$ cat config.mk
export PLATFORM = sky130hd
export DESIGN_NAME = uart_irq_status
export DESIGN_NICKNAME = d
export VERILOG_FILES = /design/src/rtl/uart_isr_pkg.sv /design/src/rtl/uart_isr_evt_map.sv /design/src/rtl/uart_isr_cell.sv /design/src/rtl/uart_isr_irq.sv /design/src/rtl/uart_irq_status.sv
export SDC_FILE = /design/constraint.sdc
export NUM_CORES = 1
export LEC_CHECK = 0
export CAP_MARGIN = 20
export CORE_MARGIN = 4
export CORE_UTILIZATION = 31
export CTS_CLUSTER_SIZE = 10
export DETAILED_ROUTE_END_ITERATION = 10
export GPL_TIMING_DRIVEN = 0
export PLACE_DENSITY = 0.86
export RECOVER_POWER = 50
export SLEW_MARGIN = 0
export SYNTH_ARGS = -nofsm -noshare
export SYNTH_HDL_FRONTEND = slang
export SYNTH_HIERARCHICAL = 1
export SYNTH_SLANG_ARGS = --single-unit
$ cat constraint.sdc
create_clock -name clk -period 1.4 [get_ports clk]
set_input_delay 0.42 -clock clk [delete_from_list [all_inputs] [get_ports clk]]
set_output_delay 0.42 -clock clk [all_outputs]
set_load 0.05 [all_outputs]
$ cat src/rtl/uart_isr_pkg.sv
package uart_isr_pkg;
    localparam int STS_W = 14;
    localparam int REG_W = 32;

    localparam int B_RTRIG  = 0;
    localparam int B_REMPTY = 1;
    localparam int B_RFULL  = 2;
    localparam int B_TEMPTY = 3;
    localparam int B_TFULL  = 4;
    localparam int B_ROVR   = 5;
    localparam int B_FRAME  = 6;
    localparam int B_PAR    = 7;
    localparam int B_TMO    = 8;
    localparam int B_MDM    = 9;
    localparam int B_TTRIG  = 10;
    localparam int B_TNFUL  = 11;
    localparam int B_TOVR   = 12;
    localparam int B_BRK    = 13;

    localparam logic [STS_W-1:0] RESET_STS  = STS_W'(1) << B_MDM;
    localparam logic [STS_W-1:0] LIVE_BITS  = STS_W'(1) << B_TTRIG;

    typedef struct packed {
        logic [STS_W-1:0] sts;
        logic             irq;
    } isr_state_t;
endpackage

$ cat src/rtl/uart_isr_evt_map.sv
module uart_isr_evt_map
    import uart_isr_pkg::*;
(
    input  logic             rx_brk_evt,
    input  logic             tx_ovf_evt,
    input  logic             tx_nfull_evt,
    input  logic             tx_trig_lvl,
    input  logic             mdm_cts_chg,
    input  logic             mdm_dsr_chg,
    input  logic             mdm_ri_trail,
    input  logic             mdm_dcd_chg,
    input  logic             rx_tmo_evt,
    input  logic             rx_par_evt,
    input  logic             rx_frm_evt,
    input  logic             rx_ovf_evt,
    input  logic             tx_full_evt,
    input  logic             tx_empty_evt,
    input  logic             rx_full_evt,
    input  logic             rx_empty_evt,
    input  logic             rx_trig_evt,
    output logic [STS_W-1:0] set_vec,
    output logic [STS_W-1:0] lvl_vec
);
    logic mdm_any;

    always_comb begin
        mdm_any = mdm_cts_chg | mdm_dsr_chg | mdm_ri_trail | mdm_dcd_chg;

        set_vec          = '0;
        set_vec[B_RTRIG]  = rx_trig_evt;
        set_vec[B_REMPTY] = rx_empty_evt;
        set_vec[B_RFULL]  = rx_full_evt;
        set_vec[B_TEMPTY] = tx_empty_evt;
        set_vec[B_TFULL]  = tx_full_evt;
        set_vec[B_ROVR]   = rx_ovf_evt;
        set_vec[B_FRAME]  = rx_frm_evt;
        set_vec[B_PAR]    = rx_par_evt;
        set_vec[B_TMO]    = rx_tmo_evt;
        set_vec[B_MDM]    = mdm_any;
        set_vec[B_TNFUL]  = tx_nfull_evt;
        set_vec[B_TOVR]   = tx_ovf_evt;
        set_vec[B_BRK]    = rx_brk_evt;

        lvl_vec           = '0;
        lvl_vec[B_TTRIG]  = tx_trig_lvl;
    end
endmodule

$ cat src/rtl/uart_isr_cell.sv
module uart_isr_cell #(
    parameter bit LIVE = 1'b0
) (
    input  logic cur,
    input  logic set,
    input  logic lvl,
    input  logic clr,
    output logic nxt
);
    generate
        if (LIVE) begin : g_live
            always_comb nxt = lvl;
        end else begin : g_sticky
            always_comb nxt = set | (cur & ~clr);
        end
    endgenerate
endmodule

$ cat src/rtl/uart_isr_irq.sv
module uart_isr_irq #(
    parameter int W = 14
) (
    input  logic [W-1:0] sts,
    input  logic [W-1:0] mask,
    output logic         req
);
    always_comb req = |(sts & mask);
endmodule

$ cat src/rtl/uart_irq_status.sv
module uart_irq_status
    import uart_isr_pkg::*;
#(
    parameter int DATA_W = REG_W
) (
    input  logic              clk,
    input  logic              rst_n,
    input  logic              wr_en,
    input  logic [DATA_W-1:0] wr_data,
    output logic [DATA_W-1:0] rd_data,
    input  logic              rx_brk_evt,
    input  logic              tx_ovf_evt,
    input  logic              tx_nfull_evt,
    input  logic              tx_trig_lvl,
    input  logic              mdm_cts_chg,
    input  logic              mdm_dsr_chg,
    input  logic              mdm_ri_trail,
    input  logic              mdm_dcd_chg,
    input  logic              rx_tmo_evt,
    input  logic              rx_par_evt,
    input  logic              rx_frm_evt,
    input  logic              rx_ovf_evt,
    input  logic              tx_full_evt,
    input  logic              tx_empty_evt,
    input  logic              rx_full_evt,
    input  logic              rx_empty_evt,
    input  logic              rx_trig_evt,
    input  logic [STS_W-1:0]  irq_mask,
    output logic              irq_out
);
    localparam int PAD_W = DATA_W - STS_W;

    isr_state_t       st_d, st_q;
    logic [STS_W-1:0] set_vec, lvl_vec, clr_vec, sts_nxt;
    logic             req_nxt;

    uart_isr_evt_map u_map (
        .rx_brk_evt   (rx_brk_evt),
        .tx_ovf_evt   (tx_ovf_evt),
        .tx_nfull_evt (tx_nfull_evt),
        .tx_trig_lvl  (tx_trig_lvl),
        .mdm_cts_chg  (mdm_cts_chg),
        .mdm_dsr_chg  (mdm_dsr_chg),
        .mdm_ri_trail (mdm_ri_trail),
        .mdm_dcd_chg  (mdm_dcd_chg),
        .rx_tmo_evt   (rx_tmo_evt),
        .rx_par_evt   (rx_par_evt),
        .rx_frm_evt   (rx_frm_evt),
        .rx_ovf_evt   (rx_ovf_evt),
        .tx_full_evt  (tx_full_evt),
        .tx_empty_evt (tx_empty_evt),
        .rx_full_evt  (rx_full_evt),
        .rx_empty_evt (rx_empty_evt),
        .rx_trig_evt  (rx_trig_evt),
        .set_vec      (set_vec),
        .lvl_vec      (lvl_vec)
    );

    // only the implemented bits of the write word take part in a clear
    always_comb clr_vec = wr_en ? wr_data[STS_W-1:0] : '0;

    genvar gi;
    generate
        for (gi = 0; gi < STS_W; gi++) begin : g_bit
            uart_isr_cell #(.LIVE(LIVE_BITS[gi])) u_cell (
                .cur (st_q.sts[gi]),
                .set (set_vec[gi]),
                .lvl (lvl_vec[gi]),
                .clr (clr_vec[gi]),
                .nxt (sts_nxt[gi])
            );
        end
    endgenerate

    uart_isr_irq #(.W(STS_W)) u_irq (
        .sts  (sts_nxt),
        .mask (irq_mask),
        .req  (req_nxt)
    );

    always_comb begin
        st_d     = st_q;
        st_d.sts = sts_nxt;
        st_d.irq = req_nxt;
    end

    always_ff @(posedge clk or negedge rst_n) begin
        if (!rst_n) begin
            st_q.sts <= RESET_STS;
            st_q.irq <= 1'b0;
        end else begin
            st_q <= st_d;
        end
    end

    assign rd_data = {{PAD_W{1'b0}}, st_q.sts};
    assign irq_out = st_q.irq;
endmodule

# After elaboration in Yosys (flattened, before gate mapping)
# Index checks and enable logic that the tools add are counted.
[classes] mux=1 n_bitwise=43 reduce_logical=1
[op_table] operator="bitwise OR 1 bit" n=16
[op_table] operator="bitwise AND 14 bit" n=1
[op_table] operator="two-way mux 14 bit" n=1
[op_table] operator="OR reduction 14 bit" n=1
[op_table] operator="bitwise AND 1 bit" n=13
[op_table] operator="inverter 1 bit" n=13
[word_totals] reg_bits=15 out_inout_bits=33 wordCells=47

# Depth between registers and ports, before layout
# Gate-level depths: netlist of run 1.
[depth] ltp_word=6 ltp_mapped=7 ltp_nobuf=6

# Hierarchy
# The synthesis of run 1 kept the hierarchy.
[by_module_without_submodules] mod="uart_irq_status" instances=1 cells_per_inst=49 area_each_um2=626.9 seq_area_each_um2=376.6
[by_module_without_submodules] mod="uart_isr_evt_map" instances=1 cells_per_inst=30 area_each_um2=221.5 seq_area_each_um2=0.0
[by_module_without_submodules] mod="uart_isr_cell (g_bit[0].u_cell ...)" instances=13 cells_per_inst=2 area_each_um2=11.3 seq_area_each_um2=0.0
[by_module_without_submodules] mod="uart_isr_irq" instances=1 cells_per_inst=9 area_each_um2=73.8 seq_area_each_um2=0.0
[by_module_without_submodules] mod="uart_isr_cell (g_bit[10].u_cell)" instances=1 cells_per_inst=1 area_each_um2=7.5 seq_area_each_um2=0.0

# Worst setup path before layout of run 1
# Ideal clock, no wire load.
[synth_timing] path_type="in2reg" from="input mdm_dsr_chg" to="register st_q, in the netlist irq_out" arrival_ns=1.604 required_time_ns=1.265 path_slack_ns=-0.339 stages=6 n_path_buf=1 path_cell_list="or4_1 buf_4 a21o_1 a22oi_1 and3_1 nand4_1"
[synth_lines] element="start: declaration" line="uart_irq_status.sv:16" text="input logic mdm_dsr_chg,"
[synth_lines] element="end signal: assignment" line="uart_irq_status.sv:92" text="st_q <= st_d;"
[synth_lines] element="end: declaration" line="uart_irq_status.sv:33" text="isr_state_t st_d, st_q;"

==> impl_metrics.env, run 1 <==
export IMPL_hold_path_depth=2
export IMPL_viasPerCell=4.09
export IMPL_slew_violations=0
export IMPL_cp_depth=6
export IMPL_fin_worst_skew_ns=0.00265
export IMPL_drtAntennaViolNets=0
export IMPL_dieArea_um2=4050
export IMPL_synthCells=99
export IMPL_worstPathArrival_ns=1.65
export IMPL_timing_final_ws_setup_ns=-0.0963
export IMPL_grt_pass1_vias=853
export IMPL_tritoncts_num_buffers=3
export IMPL_routabilityCongestion=0.713
export IMPL_fp_dieW_um=63.6
export IMPL_finalWirelength_um=2530
export IMPL_hp_class="in2reg"
export IMPL_period_share=1.07
export IMPL_p_leak_nw=0.780
export IMPL_via_count=826
export IMPL_portBuffers=48
export IMPL_critPathMaxFanout=2
export IMPL_worstSetupPathType="in2reg"
export IMPL_grt_first_pass_wirelength_um=3880
export IMPL_grt_max_degree=16
export IMPL_fin_crit_ns=1.50
export IMPL_grt_antenna_before_repair=0
export IMPL_clk_latency_ns=0.28
export IMPL_setup_violations_final=1
export IMPL_row_count=19
export IMPL_ctsRootBufferMaster="clkbuf_4"
export IMPL_hold_viol_final=0
export IMPL_route_detailed_drc=0
export IMPL_fill_cells=268
export IMPL_grt_overflow_total=0
export IMPL_yosysWarnings=6
export IMPL_worstRegToRegCells=4
export IMPL_final_cell_mix="buf_4, clkdlybuf4s50_1, conb_1"
export IMPL_cp_num_buf_inv=1
export IMPL_final_common_cell="buf_4"
export IMPL_path_clk_slew_ns=0.09
export IMPL_peakVddDrop_uv=515
export IMPL_ios=99
export IMPL_routedWlPerCell_um=12.5
export IMPL_rsz0062_at_grt="true"
export IMPL_grt_total_usage=0.122
export IMPL_crit_chain="buf_6 -> or4_4 -> a21o_1 -> a22oi_2 -> and3_4 -> nand4_1"
export IMPL_cts_hold_buf=0
export IMPL_worst_ep_required_time_ns=1.55
export IMPL_drt_initial_drc_count=7
export IMPL_dr_pass1_iters=2
export IMPL_tns_ns=-0.0963
export IMPL_area_growth_syn_to_layout_pct=60.2
export IMPL_worstMarginPinSlew_ns=0.702
export IMPL_crit_slowest_cell="or4_4"
export IMPL_htreeDepth=1
export IMPL_max_slew_margin=0.531
export IMPL_syn_area_um2=960
export IMPL_whs_ns=0.337
export IMPL_chipHeight_um=63.6
export IMPL_initial_core_util=0.336
export IMPL_max_freq_mhz=668
export IMPL_cpPeakStageDelay_ns=0.51
export IMPL_violations="negative setup slack"
export IMPL_start_kind="input port"
export IMPL_drv_cap=0
export IMPL_clk_path_buf_depth=2
export IMPL_cts_tree="yes"
export IMPL_dp_hpwl_um=2180
export IMPL_core_um2=2850
export IMPL_syn_avg_cell_area_um2=9.69
export IMPL_path_delay_family="simple AND/OR/NAND/NOR gates"
export IMPL_diodes=0
export IMPL_final_net_count=238
export IMPL_status="finished, violations left"
export IMPL_endpoint_kind="register"
export IMPL_drive_gt1_frac=0.433
export IMPL_cts_sinks=15
export IMPL_p_per_area_nw_per_um2=777
sequential cells by signal, summed over array words and instances (netlist names):
signal	cells
irq_out	1
rd_data	14
power by group:
group | internal (mW) | switching [mW] | total (mW)
combinational | 0.199 | 0.277 | 0.476
sequential | 0.458 | 0.0118 | 0.470
clock | 0.110 | 0.138 | 0.249
total | 0.767 | 0.427 | 1.19
per-layer routing:
metal	part of all wire	wire length, um	track usage
met1	0.35	886	0.120
met2	0.54	1370	0.237
met3	0.11	271	0.0568
met4	0	0	0.00809
met5	0	0	0
final timing paths:
kind	startpoint	to	slack, ns
hold reg to reg	rd_data[2]	rd_data[2]	0.51
setup reg to reg	rd_data[3]	irq_out	0.15
setup / recovery	mdm_dsr_chg	irq_out	-0.1
hold / removal	rx_full_evt	rd_data[2]	0.34
min in group asynchronous	rst_n	rd_data[5]	0.62
max in group asynchronous	rst_n	rd_data[3]	0.33
metrics by stage:
step	area [um^2]	utilization	setup slack [ns]	power [mW]	std cells
after detailed placement	1540	0.541	-0.852	0.977	195
after global placement	1540	0.541	-0.807	0.966	195
after global routing	1540	0.539	-0.123	1.26	202
after CTS	1500	0.527	-0.110	1.22	200
after floorplan	1020	-	-0.317	0.804	116
final	1540	0.539	-0.0963	1.19	202
timing repair:
item                       CTS  global route
pin swaps                    9            11
setup endpoints to repair   16             2
resized for setup           96            13
setup buffers                2             2
gates cloned                 0             0
hold endpoints to repair     0             0
cell type report:
class,count,area (um^2),share of cell area
timing repair buffer,52,437,0.284
sequential,15,377,0.245
multi-input combinational,54,359,0.234
buffer,33,251,0.164
inverter,13,48.8,0.0317
tap,31,38.8,0.0252
clock buffer,4,26.3,0.0171
worst register-to-register path, stage by stage (launching register included):
cell	delay (ns)
dfrtp_1	0.39
a21o_1	0.20
a22o_1	0.24
a221oi_2	0.18
nand4_1	0.12
No activity file was read; power rests on OpenSTA's default activity.
==> run 2: changes to the inputs <==
SKIP_CTS_REPAIR_TIMING = 1   (was not set)
==> run 2 against run 1 <==
Compared with the run above: the flow still finishes with violations (negative setup slack); via count is 0.24% higher; global-route usage hardly changed; power is 1.0% higher.
==> impl_metrics.env, run 2 (same netlist as run 1, synthesis figures left out) <==
export IMPL_diodes=0
export IMPL_total_power_mw=1.21
export IMPL_hold_path_depth=2
export IMPL_grt_max_degree=16
export IMPL_clk_latency_ns=0.28
export IMPL_drv_cap=0
export IMPL_worst_r2r_setup_slack_ns=0.14
export IMPL_area_growth_syn_to_layout_pct=61.7
export IMPL_holdPathEnd="rd_data[2]"
export IMPL_max_slew_margin=0.512
export IMPL_cpPeakStageDelay_ns=0.46
export IMPL_hold_viol_final=0
export IMPL_p_per_area_nw_per_um2=777
export IMPL_via_count=828
export IMPL_stdcell_count=202
export IMPL_whs_ns=0.336
export IMPL_drive_gt1_frac=0.421
export IMPL_violations="negative setup slack"
export IMPL_final_net_count=238
export IMPL_dr_pass1_iters=2
export IMPL_path_delay_family="buffers and inverters"
export IMPL_start_kind="input port"
export IMPL_reg2reg_from="rd_data[3]"
export IMPL_path_clk_slew_ns=0.09
export IMPL_grt_antenna_before_repair=0
export IMPL_fin_worst_skew_ns=0.00532
export IMPL_drt_met1_wl_um=900
export IMPL_row_count=19
export IMPL_final_cell_mix="buf_4, clkdlybuf4s50_1, conb_1"
export IMPL_route_detailed_drc=0
export IMPL_viasPerCell=4.10
export IMPL_drtAntennaViolNets=0
export IMPL_drt_initial_drc_count=32
export IMPL_largest_reg_flops=14
export IMPL_tns_ns=-0.120
export IMPL_top_layer_used="met3"
export IMPL_rsz0062_at_grt="true"
export IMPL_crit_slowest_cell="clkdlybuf4s50_1"
export IMPL_dpl_cell_count=195
export IMPL_tritoncts_num_buffers=3
export IMPL_chipHeight_um=63.6
export IMPL_period_share=1.08
export IMPL_dp_hpwl_um=2180
export IMPL_setup_violations_final=2
export IMPL_p_leak_nw=0.810
export IMPL_grt_first_pass_wirelength_um=3840
export IMPL_worstSetupPathType="in2reg"
export IMPL_routabilityCongestion=0.713
export IMPL_finalWirelength_um=2620
export IMPL_fp_dieW_um=63.6
export IMPL_timing_final_ws_setup_ns=-0.118
export IMPL_crit_chain="clkdlybuf4s50_1 -> and2_2 -> inv_1 -> a21o_1 -> a22oi_1 -> and3_4 -> nand4_1"
export IMPL_core_um2=2850
export IMPL_hp_class="in2reg"
export IMPL_endpoint_kind="register"
export IMPL_status="finished, violations left"
export IMPL_grt_overflow_total=0
export IMPL_cts_tree="yes"
export IMPL_grt_total_usage=0.121
export IMPL_slew_violations=0
export IMPL_grt_pass1_vias=856
export IMPL_worstMarginPinSlew_ns=0.730
export IMPL_htreeDepth=1
export IMPL_cts_sinks=15
export IMPL_wl_met3_um=275
export IMPL_critPathMaxFanout=2
export IMPL_ios=99
export IMPL_worst_ep_required_time_ns=1.55
export IMPL_cp_num_buf_inv=2
export IMPL_max_freq_mhz=659
export IMPL_dr_wl_met2_um=1450
export IMPL_portBuffers=48
export IMPL_clk_path_buf_depth=2
export IMPL_fin_crit_ns=1.52
export IMPL_dieArea_um2=4050
export IMPL_hold_start="rx_full_evt"
export IMPL_peakVddDrop_uv=533
export IMPL_ctsRootBufferMaster="clkbuf_4"
export IMPL_regToRegEndpoint="irq_out"
export IMPL_final_core_util=0.544
export IMPL_worstRegToRegCells=4
export IMPL_cp_depth=7
export IMPL_routedWlPerCell_um=13.0
export IMPL_initial_core_util=0.336
export IMPL_worstPathArrival_ns=1.67
export IMPL_final_common_cell="buf_4"
## run 2: cell count changes in the layout (fill, tap and decap cells not counted), sizes merged
cell	delta
buf	-16
clkbuf	+14
clkdlybuf4s50	+3
dlygate4sd2	-2
dlygate4sd3	-1
dlymetal6s2s	+2
## run 2: layout make-up
class / instances / area [um^2]
multi-input cells: 54 / 362
repair buffers: 52 / 448
inverters: 13 / 48.8
clock buffers: 4 / 26.3
plain buffers: 33 / 251
well taps: 31 / 38.8
fillers: 267 / 1300
flip-flops and latches: 15 / 377
## run 2: worst max path at each step
stage	startpoint	end	slack [ns]
finish	wr_data[5]	irq_out	-0.12
global route	wr_data[5]	irq_out	-0.16
CTS	rd_data[9]	rd_data[9]	-0.65
detailed placement	mdm_dsr_chg	irq_out	-0.85
global placement	mdm_dsr_chg	irq_out	-0.81
floorplan	mdm_dsr_chg	irq_out	-0.32
## run 2: stage by stage
step                      setup slack (ns)  instance area [um^2]
after global placement              -0.807                  1540
final                               -0.118                  1550
after floorplan                     -0.317                  1020
after CTS                           -0.652                  1570
after global routing                -0.164                  1550
after detailed placement            -0.852                  1540
## run 2: where the power goes
group	internal, mW	switching [mW]	leakage (nW)
sequential	0.458	0.0126	0.151
combinational	0.203	0.279	0.643
clock	0.110	0.143	0.0150
## run 2: per-layer routing
layer	GRT usage	vias up
li1	-	411
met1	0.120	370
met2	0.237	47
met3	0.0551	0
met4	0.00809	0
met5	0	-
## run 2: worst register-to-register path, cell delays in order (launching register included)
cell	delay (ns)
dfrtp_1	0.39
a21o_1	0.20
a22o_1	0.25
a221oi_2	0.18
nand4_1	0.12
